File: src/rtl/notif_pkg.sv
package notif_pkg;
  typedef enum logic [1:0] {
    DST_DROP = 2'd0,
    DST_BOTH = 2'd1,
    DST_DESC = 2'd2,
    DST_RSVD = 2'd3
  } dest_e;

  function automatic logic dest_delivers(input logic [1:0] d);
    return (d == DST_BOTH) || (d == DST_DESC);
  endfunction

  function automatic logic dest_with_pkt(input logic [1:0] d);
    return d == DST_BOTH;
  endfunction
endpackage

File: src/rtl/notif_ts_hold.sv
module notif_ts_hold #(
  parameter int SEC_W = 32,
  parameter int NS_W  = 32
) (
  input  logic             clk,
  input  logic             rst,
  input  logic             sop,
  input  logic [SEC_W-1:0] sop_sec,
  input  logic [NS_W-1:0]  sop_ns,
  output logic [SEC_W-1:0] held_sec,
  output logic [NS_W-1:0]  held_ns
);
  always_ff @(posedge clk) begin
    if (rst) begin
      held_sec <= '0;
      held_ns  <= '0;
    end else if (sop) begin
      held_sec <= sop_sec;
      held_ns  <= sop_ns;
    end
  end

  AST_TS_CAPTURE: assert property (@(posedge clk) disable iff (rst)
    sop |=> (held_sec == $past(sop_sec)) && (held_ns == $past(sop_ns)));
  AST_TS_HOLD: assert property (@(posedge clk) disable iff (rst)
    !sop && !$past(rst) |=> $stable(held_sec) && $stable(held_ns));
endmodule

File: src/rtl/notif_seq_ctr.sv
module notif_seq_ctr #(
  parameter int SEQ_W = 48
) (
  input  logic             clk,
  input  logic             rst,
  input  logic             step,
  output logic [SEQ_W-1:0] cnt
);
  always_ff @(posedge clk) begin
    if (rst) cnt <= '0;
    else if (step) cnt <= cnt + 1'b1;
  end

  AST_SEQ_STEP: assert property (@(posedge clk) disable iff (rst)
    step |=> cnt == $past(cnt) + 1'b1);
  AST_SEQ_STILL: assert property (@(posedge clk) disable iff (rst)
    !step && !$past(rst) |=> $stable(cnt));
endmodule

File: src/rtl/notif_out_stage.sv
module notif_out_stage #(
  parameter int RING_W = 8,
  parameter int SEQ_W  = 48,
  parameter int SEC_W  = 32,
  parameter int NS_W   = 32
) (
  input  logic              clk,
  input  logic              rst,
  input  logic              load,
  input  logic [RING_W-1:0] d_ring,
  input  logic              d_with_pkt,
  input  logic [SEQ_W-1:0]  d_seq,
  input  logic [SEC_W-1:0]  d_sec,
  input  logic [NS_W-1:0]   d_ns,
  input  logic              out_ready,
  output logic              out_valid,
  output logic [RING_W-1:0] out_ring,
  output logic              out_with_pkt,
  output logic [SEQ_W-1:0]  out_seq,
  output logic [SEC_W-1:0]  out_ts_sec,
  output logic [NS_W-1:0]   out_ts_ns
);
  always_ff @(posedge clk) begin
    if (rst) out_valid <= 1'b0;
    else if (load) out_valid <= 1'b1;
    else if (out_ready) out_valid <= 1'b0;
  end

  always_ff @(posedge clk) begin
    if (load) begin
      out_ring     <= d_ring;
      out_with_pkt <= d_with_pkt;
      out_seq      <= d_seq;
      out_ts_sec   <= d_sec;
      out_ts_ns    <= d_ns;
    end
  end

  AST_OUT_HOLD: assert property (@(posedge clk) disable iff (rst)
    out_valid && !out_ready |=> out_valid && $stable(out_ring) && $stable(out_seq)
      && $stable(out_ts_sec) && $stable(out_ts_ns) && $stable(out_with_pkt));
endmodule

File: src/rtl/notif_stamper.sv
module notif_stamper
  import notif_pkg::*;
#(
  parameter int RING_W = 8,
  parameter int SEQ_W  = 48,
  parameter int SEC_W  = 32,
  parameter int NS_W   = 32
) (
  input  logic              clk,
  input  logic              rst,
  input  logic              sop_strobe,
  input  logic [SEC_W-1:0]  sop_sec,
  input  logic [NS_W-1:0]   sop_ns,
  input  logic              in_valid,
  output logic              in_ready,
  input  logic [1:0]        in_dest,
  input  logic              in_ring_ovr,
  input  logic [RING_W-1:0] in_cls_ring,
  input  logic [RING_W-1:0] lb_ring,
  input  logic              in_seq_en,
  input  logic [SEQ_W-1:0]  in_seq_custom,
  input  logic              in_ts_en,
  input  logic [SEC_W-1:0]  in_ts_sec_custom,
  input  logic [NS_W-1:0]   in_ts_ns_custom,
  output logic              out_valid,
  input  logic              out_ready,
  output logic [RING_W-1:0] out_ring,
  output logic              out_with_pkt,
  output logic [SEQ_W-1:0]  out_seq,
  output logic [SEC_W-1:0]  out_ts_sec,
  output logic [NS_W-1:0]   out_ts_ns
);
  logic              accept, deliver, load;
  logic [SEQ_W-1:0]  seq_now;
  logic [SEC_W-1:0]  held_sec;
  logic [NS_W-1:0]   held_ns;
  logic [RING_W-1:0] ring_sel;
  logic [SEQ_W-1:0]  seq_sel;
  logic [SEC_W-1:0]  sec_sel;
  logic [NS_W-1:0]   ns_sel;

  assign in_ready = !out_valid || out_ready;
  assign accept   = in_valid && in_ready;
  assign deliver  = dest_delivers(in_dest);
  assign load     = accept && deliver;

  always_comb begin
    ring_sel = in_ring_ovr ? in_cls_ring : lb_ring;
    seq_sel  = in_seq_en ? seq_now : in_seq_custom;
    sec_sel  = in_ts_en ? held_sec : in_ts_sec_custom;
    ns_sel   = in_ts_en ? held_ns : in_ts_ns_custom;
  end

  notif_ts_hold #(.SEC_W(SEC_W), .NS_W(NS_W)) u_ts (
    .clk(clk), .rst(rst), .sop(sop_strobe), .sop_sec(sop_sec), .sop_ns(sop_ns),
    .held_sec(held_sec), .held_ns(held_ns)
  );

  notif_seq_ctr #(.SEQ_W(SEQ_W)) u_seq (
    .clk(clk), .rst(rst), .step(load), .cnt(seq_now)
  );

  notif_out_stage #(.RING_W(RING_W), .SEQ_W(SEQ_W), .SEC_W(SEC_W), .NS_W(NS_W)) u_out (
    .clk(clk), .rst(rst), .load(load),
    .d_ring(ring_sel), .d_with_pkt(dest_with_pkt(in_dest)), .d_seq(seq_sel),
    .d_sec(sec_sel), .d_ns(ns_sel), .out_ready(out_ready),
    .out_valid(out_valid), .out_ring(out_ring), .out_with_pkt(out_with_pkt),
    .out_seq(out_seq), .out_ts_sec(out_ts_sec), .out_ts_ns(out_ts_ns)
  );

  AST_RESET_IDLE: assert property (@(posedge clk)
    $past(rst) |-> !out_valid);
  AST_DROP_SILENT: assert property (@(posedge clk) disable iff (rst)
    accept && !deliver |=> !out_valid);
  AST_LOAD_NEXT: assert property (@(posedge clk) disable iff (rst)
    load |=> out_valid);
  AST_RING_OVR: assert property (@(posedge clk) disable iff (rst)
    load && in_ring_ovr |=> out_ring == $past(in_cls_ring));
  AST_RING_LB: assert property (@(posedge clk) disable iff (rst)
    load && !in_ring_ovr |=> out_ring == $past(lb_ring));
endmodule

File: config.mk
export PLATFORM = sky130hd
export DESIGN_NAME = notif_stamper
export DESIGN_NICKNAME = d
export VERILOG_FILES = /design/src/rtl/notif_pkg.sv /design/src/rtl/notif_ts_hold.sv /design/src/rtl/notif_seq_ctr.sv /design/src/rtl/notif_out_stage.sv /design/src/rtl/notif_stamper.sv
export SDC_FILE = /design/constraint.sdc
export NUM_CORES = 1
export LEC_CHECK = 0
export CAP_MARGIN = 20
export CORE_UTILIZATION = 30
export DETAILED_ROUTE_END_ITERATION = 10
export SETUP_SLACK_MARGIN = 0.15
export SYNTH_ARGS = -nofsm -noshare
export SYNTH_HDL_FRONTEND = slang
export SYNTH_SLANG_ARGS = --single-unit
File: constraint.sdc
create_clock -name clk -period 9.9 [get_ports clk]
set_input_delay 1.98 -clock clk [delete_from_list [all_inputs] [get_ports clk]]
set_output_delay 1.98 -clock clk [all_outputs]
set_load 0.05 [all_outputs]
==> results.yml, run 1 <==
die:
  start_util_pct: 30.6
  rows: 65
  core-area_mm2: 0.0316
  die_h_um: 182
  die_w_um: 182
  io_pins: 325
  dieArea_mm2: 0.0330
power:
  power_density_mw_per_mm2: 169
  ir_drop_mv: 0.107
  sequentialPowerShare_pct: 46.0
  comb_power_share_pct: 15.4
  p_sw_w: 0.000599
  internal-power_w: 0.00178
  swShare_pct: 25.2
  p_leak_nw: 5.14
  clockPowerShare_pct: 38.5
synthesis:
  syn_nets: 952
  synthArstFlopShare_pct: 0
  yosysTopAreaCellShare_pct: 37.5
  syn_area_per_cell_um2: 12.9
  netlist_top_cells_area: "edfxtp_1 (38%), dfxtp_1 (23%), mux2_2 (14%), mux2i_1 (6.6%), nor2_1 (3.5%)"
  synth_cells: 748
  synth-seq-cells: 234
  yosysSeqAreaShare_pct: 60.9
  synth_ff_type: "edfxtp_1"
  yosysWarningCount: 0
  mappedNetlistArea_mm2: 0.00968
  synth.distinct_cells: 36
  yosys.area.top_type: "edfxtp_1"
  synth_edf_count: 121
place:
  io_buffers: 324
  place_inst: 1441
  placed_area_mm2: 0.0133
  pre_cts_ws_ns: 4.21
  gp_congestion: 0.751
  dp_hpwl_um: 18100
critical_path:
  crit_top_cell: "clkdlybuf4s50_1"
  r2r-start: "u_out.out_valid"
  reg2reg_to: "u_out.out_ts_sec[5]"
  path_depth: 4
  path_class: "primary input to output pin"
  startpoint_type: "primary input"
  crit_chain: "clkdlybuf4s50_1 > nor2b_1 > inv_2 > clkdlybuf4s50_1"
  max_stage_delay_ns: 0.77
  crit_path_end_kind: "output pin"
  worstPathRequired_ns: 7.92
  cp_num_buf_inv: 3
  path_max_fanout: 6
  critical-path-top-delay-family: "buffers and inverters"
  r2r_cells: 4
  crit_slowest_cell: "clkdlybuf4s50_1"
  worstPathArrival_ns: 3.71
  r2r_slack_ns: 7.09
final_layout:
  area_growth_pct: 45.9
  drive_gt1_share_pct: 16.6
  n_antenna_cell: 0
  instances_no_fill: 1491
  multiInputGateArea_mm2: 0.00359
  design_area_mm2: 0.0141
  final_common_cell: "clkdlybuf4s50_1"
  seq_area_mm2: 0.00590
  final_cell_mix: "clkdlybuf4s50_1 (320), mux2_2 (121), edfxtp_1 (121)"
  fillerInstances: 2962
  layout.nets: 1272
detailed_routing:
  wire_per_inst_um: 17.5
  drt-pass1-iter-count: 4
  drc: 0
  via_count: 6975
  wirelength_um: 26100
  drtAntennaViolNets: 0
  drt-vias-per-instance: 4.68
  drtIter0Drc: 321
global_routing:
  grt_max_degree: 66
  antenna_found_initial: 4
  overflow: 0
  grt_pass1_vias: 6832
  grt_pass1_wl_um: 40000
  grt_usage_pct: 15.5
clock_tree:
  htreeDepth: 1
  cts-root-buf: "clkbuf_16"
  postCtsSetupBuffers: 0
  cts.clk_slew.worst_paths_ns: 0.06
  cts_tree: "built"
  clk_latency_ns: 0.53
  cts_sinks: 234
  cts_resized: 0
  cts_buffers: 27
  ctsHoldBuffers: 0
  clock_path_buffers: 3
sta:
  worst_pin_slew_ns: 1.03
  setup_tns_ns: 0
  fin_crit_sh_pct: 57.5
  hold_violations: 0
  setup_ws_ns: 4.21
  finalCriticalPeriod_ns: 5.69
  finClkSkew_ns: 0.0158
  max_slew_margin_pct: 31.6
  fmax_mhz: 176
  slew_violations: 0
  rsz0062_at_grt: "no"
  setup_viol: 0
status:
  outcome: "complete, no violations"
hold_path:
  whs_endpoint: "u_ts.held_sec[30]"
  hold_path.class: "flip-flop to flip-flop"
  holdPathStages: 2
  hp-start: "u_ts.held_sec[30]"
job:
  max_cap_viol_count: 0
metrics by stage:
stage	utilization, %	hold WS, ns	power [W]
floorplan	-	0.448	0.00132
global placement	42.1	0.467	0.00148
detailed placement	42.1	0.476	0.00149
CTS	44.6	0.493	0.00242
global route	44.6	0.507	0.00248
finish	44.6	0.488	0.00238
routing by layer:
metal  vias to the layer above  global-route usage [%]  wire, um
met5                         -                       0        55
met4                         8                    3.22       419
met3                        41                    5.54      2460
met2                       254                    25.7     12200
met1                      3281                    19.2     10900
li1                       3391                       -         -
synthesized netlist by cell type, types with 4 or more instances:
cell,number
nand3_1,15
nand2_1,18
mux2_2,121
o21ai_0,15
a21oi_1,29
xnor2_1,15
nand4_1,11
buf_2,5
nor2_1,90
xor2_1,4
buf_1,5
or4_1,13
or3_1,13
clkbuf_1,29
inv_1,12
and4_1,6
edfxtp_1,121
nor3_1,5
dfxtp_1,113
o31ai_1,13
mux2i_1,64
nor4_1,5
and3_1,5
layout make-up:
class                      instances  share of cell area [%]
clock buffer                      43                    5.49
timing repair buffer             330                    23.2
inverter                          13                   0.346
multi-input combinational        462                    25.4
tap                              402                    3.56
clock inverter                     7                   0.248
sequential                       234                    41.8
power by group through the flow:
stage / sequential (W) / combinational (W) / clock, W
4_1_cts: 0.00110 / 0.000373 / 0.000947
6_report: 0.00110 / 0.000368 / 0.000917
5_1_grt: 0.00110 / 0.000388 / 0.000992
3_5_place_dp: 0.00112 / 0.000371 / 0
3_3_place_gp: 0.00112 / 0.000369 / 0
2_1_floorplan: 0.00123 / 0.0000926 / 0
cells by family after synthesis:
logic type / share of synthesized area, %
buffers and inverters: 2.08
multiplexers: 20.7
XOR/XNOR: 1.72
adder cells (fa/ha/maj): 0.259
flip-flops: 60.9
AO/OA/AOI/OAI: 3.28
AND/OR/NAND/NOR: 11.0
flip-flops by register name, indices dropped and copies added, names as in the netlist:
register,cells
u_out.out_ring,8
u_out.out_seq,48
u_out.out_ts_ns,32
u_out.out_ts_sec,32
u_out.out_valid,1
u_out.out_with_pkt,1
u_seq.cnt,48
u_ts.held_ns,32
u_ts.held_sec,32
worst max path at each step:
stage	slack [ns]	from	end
global placement	4.22	out_ready	in_ready
CTS	4.20	out_ready	in_ready
finish	4.21	out_ready	in_ready
detailed placement	4.21	out_ready	in_ready
global route	4.13	out_ready	in_ready
floorplan	1.41	in_dest[1]	u_seq.cnt[3]
worst register-to-register path, stage by stage (launching register included):
cell	delay [ns]
dfxtp_1	0.30
nor2b_1	0.20
nor2_4	0.43
buf_4	0.70
buf_4	0.75
(Power assumes the default switching activity.)
==> run 2, diff against run 1 <==
==> constraint.sdc (replaced) <==
create_clock -name clk -period 4.7 [get_ports clk]
set_input_delay 0.94 -clock clk [delete_from_list [all_inputs] [get_ports clk]]
set_output_delay 0.94 -clock clk [all_outputs]
set_load 0.05 [all_outputs]
==> run 2 against run 1 <==
Effect of this change: non-clock buffer count is the same; critical path depth is the same; clock power grew 120%; largest power group unchanged; register-to-register slack lost 4.7 ns; design area grew 0.38%; worst hold slack gained 0.0011 ns; count of clock-buffer cells in the layout shrank 1.
==> results.yml, run 2 (synthesized netlist as in run 1, its figures left out) <==
place:
  pre_cts_ws_ns: 1.08
  dp_hpwl_um: 18100
  gp_congestion: 0.744
  io_buffers: 324
final_layout:
  final_common_cell: "clkdlybuf4s50_1"
  top_regs: "u_out.out_seq (48), u_seq.cnt (48)"
  drive_gt1_share_pct: 16.9
  layout.nets: 1272
  final_cell_mix: "clkdlybuf4s50_1 (320), mux2_2 (121), edfxtp_1 (121)"
  area_growth_pct: 46.5
clock_tree:
  clock_path_buffers: 3
  cts_tree: "built"
  cts.clk_slew.worst_paths_ns: 0.06
  ctsHoldBuffers: 0
  cts_sinks: 234
  postCtsSetupBuffers: 0
  cts_buffers: 27
  cts-root-buf: "clkbuf_16"
  clk_latency_ns: 0.52
  htreeDepth: 1
  cts_resized: 0
detailed_routing:
  wirelength_um: 26200
  via_count: 7004
  drtAntennaViolNets: 0
  drt-pass1-iter-count: 6
  drc: 0
  drt-vias-per-instance: 4.69
  wire_per_inst_um: 17.5
  drtIter0Drc: 317
power:
  p_leak_nw: 5.16
  ir_drop_mv: 0.217
  power_density_mw_per_mm2: 359
  sequentialPowerShare_pct: 45.4
  comb_power_share_pct: 15.3
  p_total_w: 0.00508
  internal-power_w: 0.00382
  swShare_pct: 24.8
  p_sw_w: 0.00126
  clockPowerShare_pct: 39.4
sta:
  setup_viol: 0
  setup_ws_ns: 1.08
  slew_violations: 0
  fmax_mhz: 276
  max_slew_margin_pct: 28.7
  finClkSkew_ns: 0.00845
  fin_crit_sh_pct: 77.0
  finalCriticalPeriod_ns: 3.62
  rsz0062_at_grt: "no"
  whs_ns: 0.489
  worst_pin_slew_ns: 1.07
  setup_tns_ns: 0
  hold_violations: 0
critical_path:
  startpoint_type: "primary input"
  crit_path_end_kind: "output pin"
  cp-startpoint: "out_ready"
  r2r_slack_ns: 2.36
  r2r-start: "u_seq.cnt[0]"
  path_class: "primary input to output pin"
  worstPathArrival_ns: 2.68
  path_max_fanout: 6
  worstPathRequired_ns: 3.76
global_routing:
  grt_usage_pct: 15.4
  grt_max_degree: 105
  overflow: 0
  grt_pass1_vias: 7075
  grt_pass1_wl_um: 39900
  antenna_found_initial: 4
status:
  outcome: "complete, no violations"
job:
  max_cap_viol_count: 0
die:
  rows: 65
  die_w_um: 182
  dieArea_mm2: 0.0330
  start_util_pct: 30.6
  core-area_mm2: 0.0316
  die_h_um: 182
  io_pins: 325
hold_path:
  hold_path.class: "flip-flop to flip-flop"
  hp-start: "u_ts.held_sec[12]"
-- run 2: changes by cell type in the layout (fill, tap and decap cells not counted), sizes merged --
cell,change
bufinv,+1
clkbuf,-1
clkinv,-2
clkinvlp,+1
diode,+2
-- run 2: power by group through the flow --
stage	clock [W]	sequential (W)	combinational [W]
global placement	0	0.00235	0.000780
detailed placement	0	0.00235	0.000783
finish	0.00200	0.00231	0.000776
CTS	0.00208	0.00231	0.000786
floorplan	0	0.00258	0.000196
global route	0.00216	0.00232	0.000817
-- run 2: per-stage QoR --
stage / cell area [um2] / instances / util (%)
3_5_place_dp: 13300 / 1441 / 42.1
4_1_cts: 14200 / 1490 / 44.8
5_1_grt: 14200 / 1490 / 44.8
6_report: 14200 / 1492 / 44.8
3_3_place_gp: 13300 / 1441 / 42.1
2_1_floorplan: 9680 / 748 / -
-- run 2: critical path: stages --
cell and delay (ns):
clkdlybuf4s50_1 0.40, nor2b_1 0.43, inv_2 0.14, clkdlybuf4s50_1 0.76
-- run 2: worst paths after layout --
| check | endpoint | cells after the start |
|---|---|---|
| worst max-delay path | in_ready | 4 |
| worst min-delay path | u_ts.held_sec[12] | 2 |
| worst min register to register | u_ts.held_sec[12] | 2 |
| worst max register to register | u_seq.cnt[44] | 6 |
-- run 2: cell type report --
| type | instances | area (um2) |
|---|---|---|
| fill | 2924 | 17500 |
| sequential | 234 | 5900 |
| multi-input combinational | 462 | 3590 |
| timing repair buffer | 330 | 3290 |
| clock buffer | 42 | 782 |
| tap | 402 | 503 |
| clock inverter | 7 | 65.1 |
| inverter | 13 | 48.8 |
| antenna | 2 | 5.00 |
-- run 2: layer usage --
layer,routed length (um),part of all wire [%],vias to the layer above,track usage [%]
li1,-,-,3401,-
met1,11200,43,3309,18.9
met2,12300,47,258,26.4
met3,2170,8.3,34,4.71
met4,451,1.7,2,3.42
met5,13,0.050,-,0
==> run 3, diff against run 2 <==
==> constraint.sdc (replaced) <==
create_clock -name clk -period 3 [get_ports clk]
set_input_delay 0.6 -clock clk [delete_from_list [all_inputs] [get_ports clk]]
set_output_delay 0.6 -clock clk [all_outputs]
set_load 0.05 [all_outputs]
==> run 3 against run 2 <==
Effect of this change: design area rose by 2.0%; sequential share of layout area fell by 0.82 points; die area did not move; core utilization rose by 0.90 points; largest cell class unchanged; critical path depth rose by 4; clock power rose by 72%; global-route usage rose by 0.14 points; combinational power rose by 61%; setup slack got worse by 0.60 ns; first-iteration DRC count rose by 5.7%; highest routed layer unchanged.
==> results.yml, run 3 (synthesized netlist as in run 1, its figures left out) <==
final_layout:
  area_growth_pct: 49.4
  layout.nets: 1285
  multiInputGateArea_mm2: 0.00361
  final_common_cell: "clkdlybuf4s50_1"
  final_cell_mix: "clkdlybuf4s50_1 (319), mux2_2 (121), edfxtp_1 (121)"
  utilization_pct: 45.7
  top_regs: "u_out.out_seq (48), u_seq.cnt (48)"
  fillerInstances: 2895
  n_antenna_cell: 0
  seq_area_mm2: 0.00590
  drive_gt1_share_pct: 18.3
place:
  gp_congestion: 0.769
  io_buffers: 324
  dp_hpwl_um: 18800
detailed_routing:
  drt-pass1-iter-count: 4
  wire_per_inst_um: 17.6
  wirelength_um: 26500
  drc: 0
  drtIter0Drc: 335
  drtAntennaViolNets: 0
  drt-vias-per-instance: 4.71
  via_count: 7081
hold_path:
  hold_path.class: "primary input to flip-flop"
  hp-start: "in_ts_en"
  whs_endpoint: "u_out.out_ts_sec[13]"
  holdPathStages: 2
sta:
  setup_viol: 0
  fmax_mhz: 397
  finalCriticalPeriod_ns: 2.52
  max_slew_margin_pct: 56.9
  slew_violations: 0
  worst_pin_slew_ns: 0.647
  rsz0062_at_grt: "no"
  finClkSkew_ns: 0.0186
  fin_crit_sh_pct: 84.0
  whs_ns: 0.431
  hold_violations: 0
power:
  power_density_mw_per_mm2: 574
  p_leak_nw: 5.29
  ir_drop_mv: 0.388
  p_total_w: 0.00830
die:
  core-area_mm2: 0.0316
  die_w_um: 182
  start_util_pct: 30.6
  rows: 65
  die_h_um: 182
  io_pins: 325
  dieArea_mm2: 0.0330
clock_tree:
  postCtsSetupBuffers: 0
  cts.clk_slew.worst_paths_ns: 0.06
  cts_buffers: 27
  clock_path_buffers: 3
  cts_resized: 0
  ctsHoldBuffers: 0
  cts_tree: "built"
  cts-root-buf: "clkbuf_16"
  cts_sinks: 234
  htreeDepth: 1
  clk_latency_ns: 0.53
critical_path:
  reg2reg_to: "u_seq.cnt[44]"
  path_max_fanout: 15
  startpoint_type: "primary input"
  r2r_cells: 6
  path_class: "primary input to flip-flop"
  crit_chain: "clkdlybuf4s50_1 > inv_12 > ha_4 > nor2b_1 > and4_1 > nand3_2 > or4_1 > a21oi_1"
  crit_path_end_kind: "flip-flop"
  crit_slowest_cell: "clkdlybuf4s50_1"
  cp_num_buf_inv: 2
  worstPathArrival_ns: 2.97
  worstPathRequired_ns: 3.45
  max_stage_delay_ns: 0.63
  r2r_slack_ns: 0.84
  critical-path-top-delay-family: "simple AND/OR/NAND/NOR gates"
  r2r-start: "u_seq.cnt[1]"
global_routing:
  grt_pass1_vias: 6991
  grt_max_degree: 64
  overflow: 0
  antenna_found_initial: 3
  grt_pass1_wl_um: 40200
  grt_usage_pct: 15.5
status:
  outcome: "complete, no violations"
job:
  max_cap_viol_count: 0
-- run 3: through the flow --
step	TNS [ns]	setup slack, ns	std cells	instance area (um2)
final	0	0.479	1504	14500
after global placement	0	0.0118	1454	13500
after CTS	0	0.478	1504	14500
after detailed placement	-0.185	-0.0617	1454	13500
after floorplan	-33.60	-0.415	748	9720
after global routing	0	0.315	1504	14500
-- run 3: power by group --
part / switching (W) / leakage, nW / internal, W
combinational: 0.000667 / 2.78 / 0.000586
sequential: 0.0000532 / 2.07 / 0.00356
clock: 0.00133 / 0.446 / 0.00211
total: 0.00205 / 5.29 / 0.00625
-- run 3: worst max-delay path by stage --
stage | from | to | slack (ns) | depth (start not counted)
final | in_dest[1] | u_seq.cnt[44] | 0.48 | 8
after floorplan | in_dest[1] | u_seq.cnt[3] | -0.42 | 7
after global placement | in_dest[1] | u_seq.cnt[38] | 0.01 | 8
after detailed placement | in_dest[1] | u_seq.cnt[44] | -0.06 | 8
after global routing | in_dest[1] | u_seq.cnt[40] | 0.31 | 8
after CTS | in_dest[1] | u_seq.cnt[44] | 0.48 | 8
-- run 3: layer usage --
layer | global-route usage, % | up-vias | wire, um
li1 | - | 3427 | -
met1 | 19.5 | 3339 | 11400
met2 | 26.2 | 270 | 12600
met3 | 4.53 | 41 | 1980
met4 | 3.73 | 4 | 520
met5 | 0 | - | 33
-- run 3: layout make-up --
| cell class | instances | share of cell area (%) |
|---|---|---|
| Sequential cell | 234 | 40.8 |
| Multi-Input combinational cell | 462 | 25.0 |
| Timing Repair Buffer | 343 | 24.0 |
| Clock buffer | 34 | 4.92 |
| Tap cell | 402 | 3.48 |
| Clock inverter | 16 | 1.45 |
| Inverter | 13 | 0.424 |
-- run 3: worst register-to-register path: stages, from the launching register on --
cell and delay, ns:
dfxtp_1 0.39, ha_1 0.19, and2_1 0.22, and4_1 0.26, nand3_2 0.27, or4_1 0.62, a21oi_1 0.15
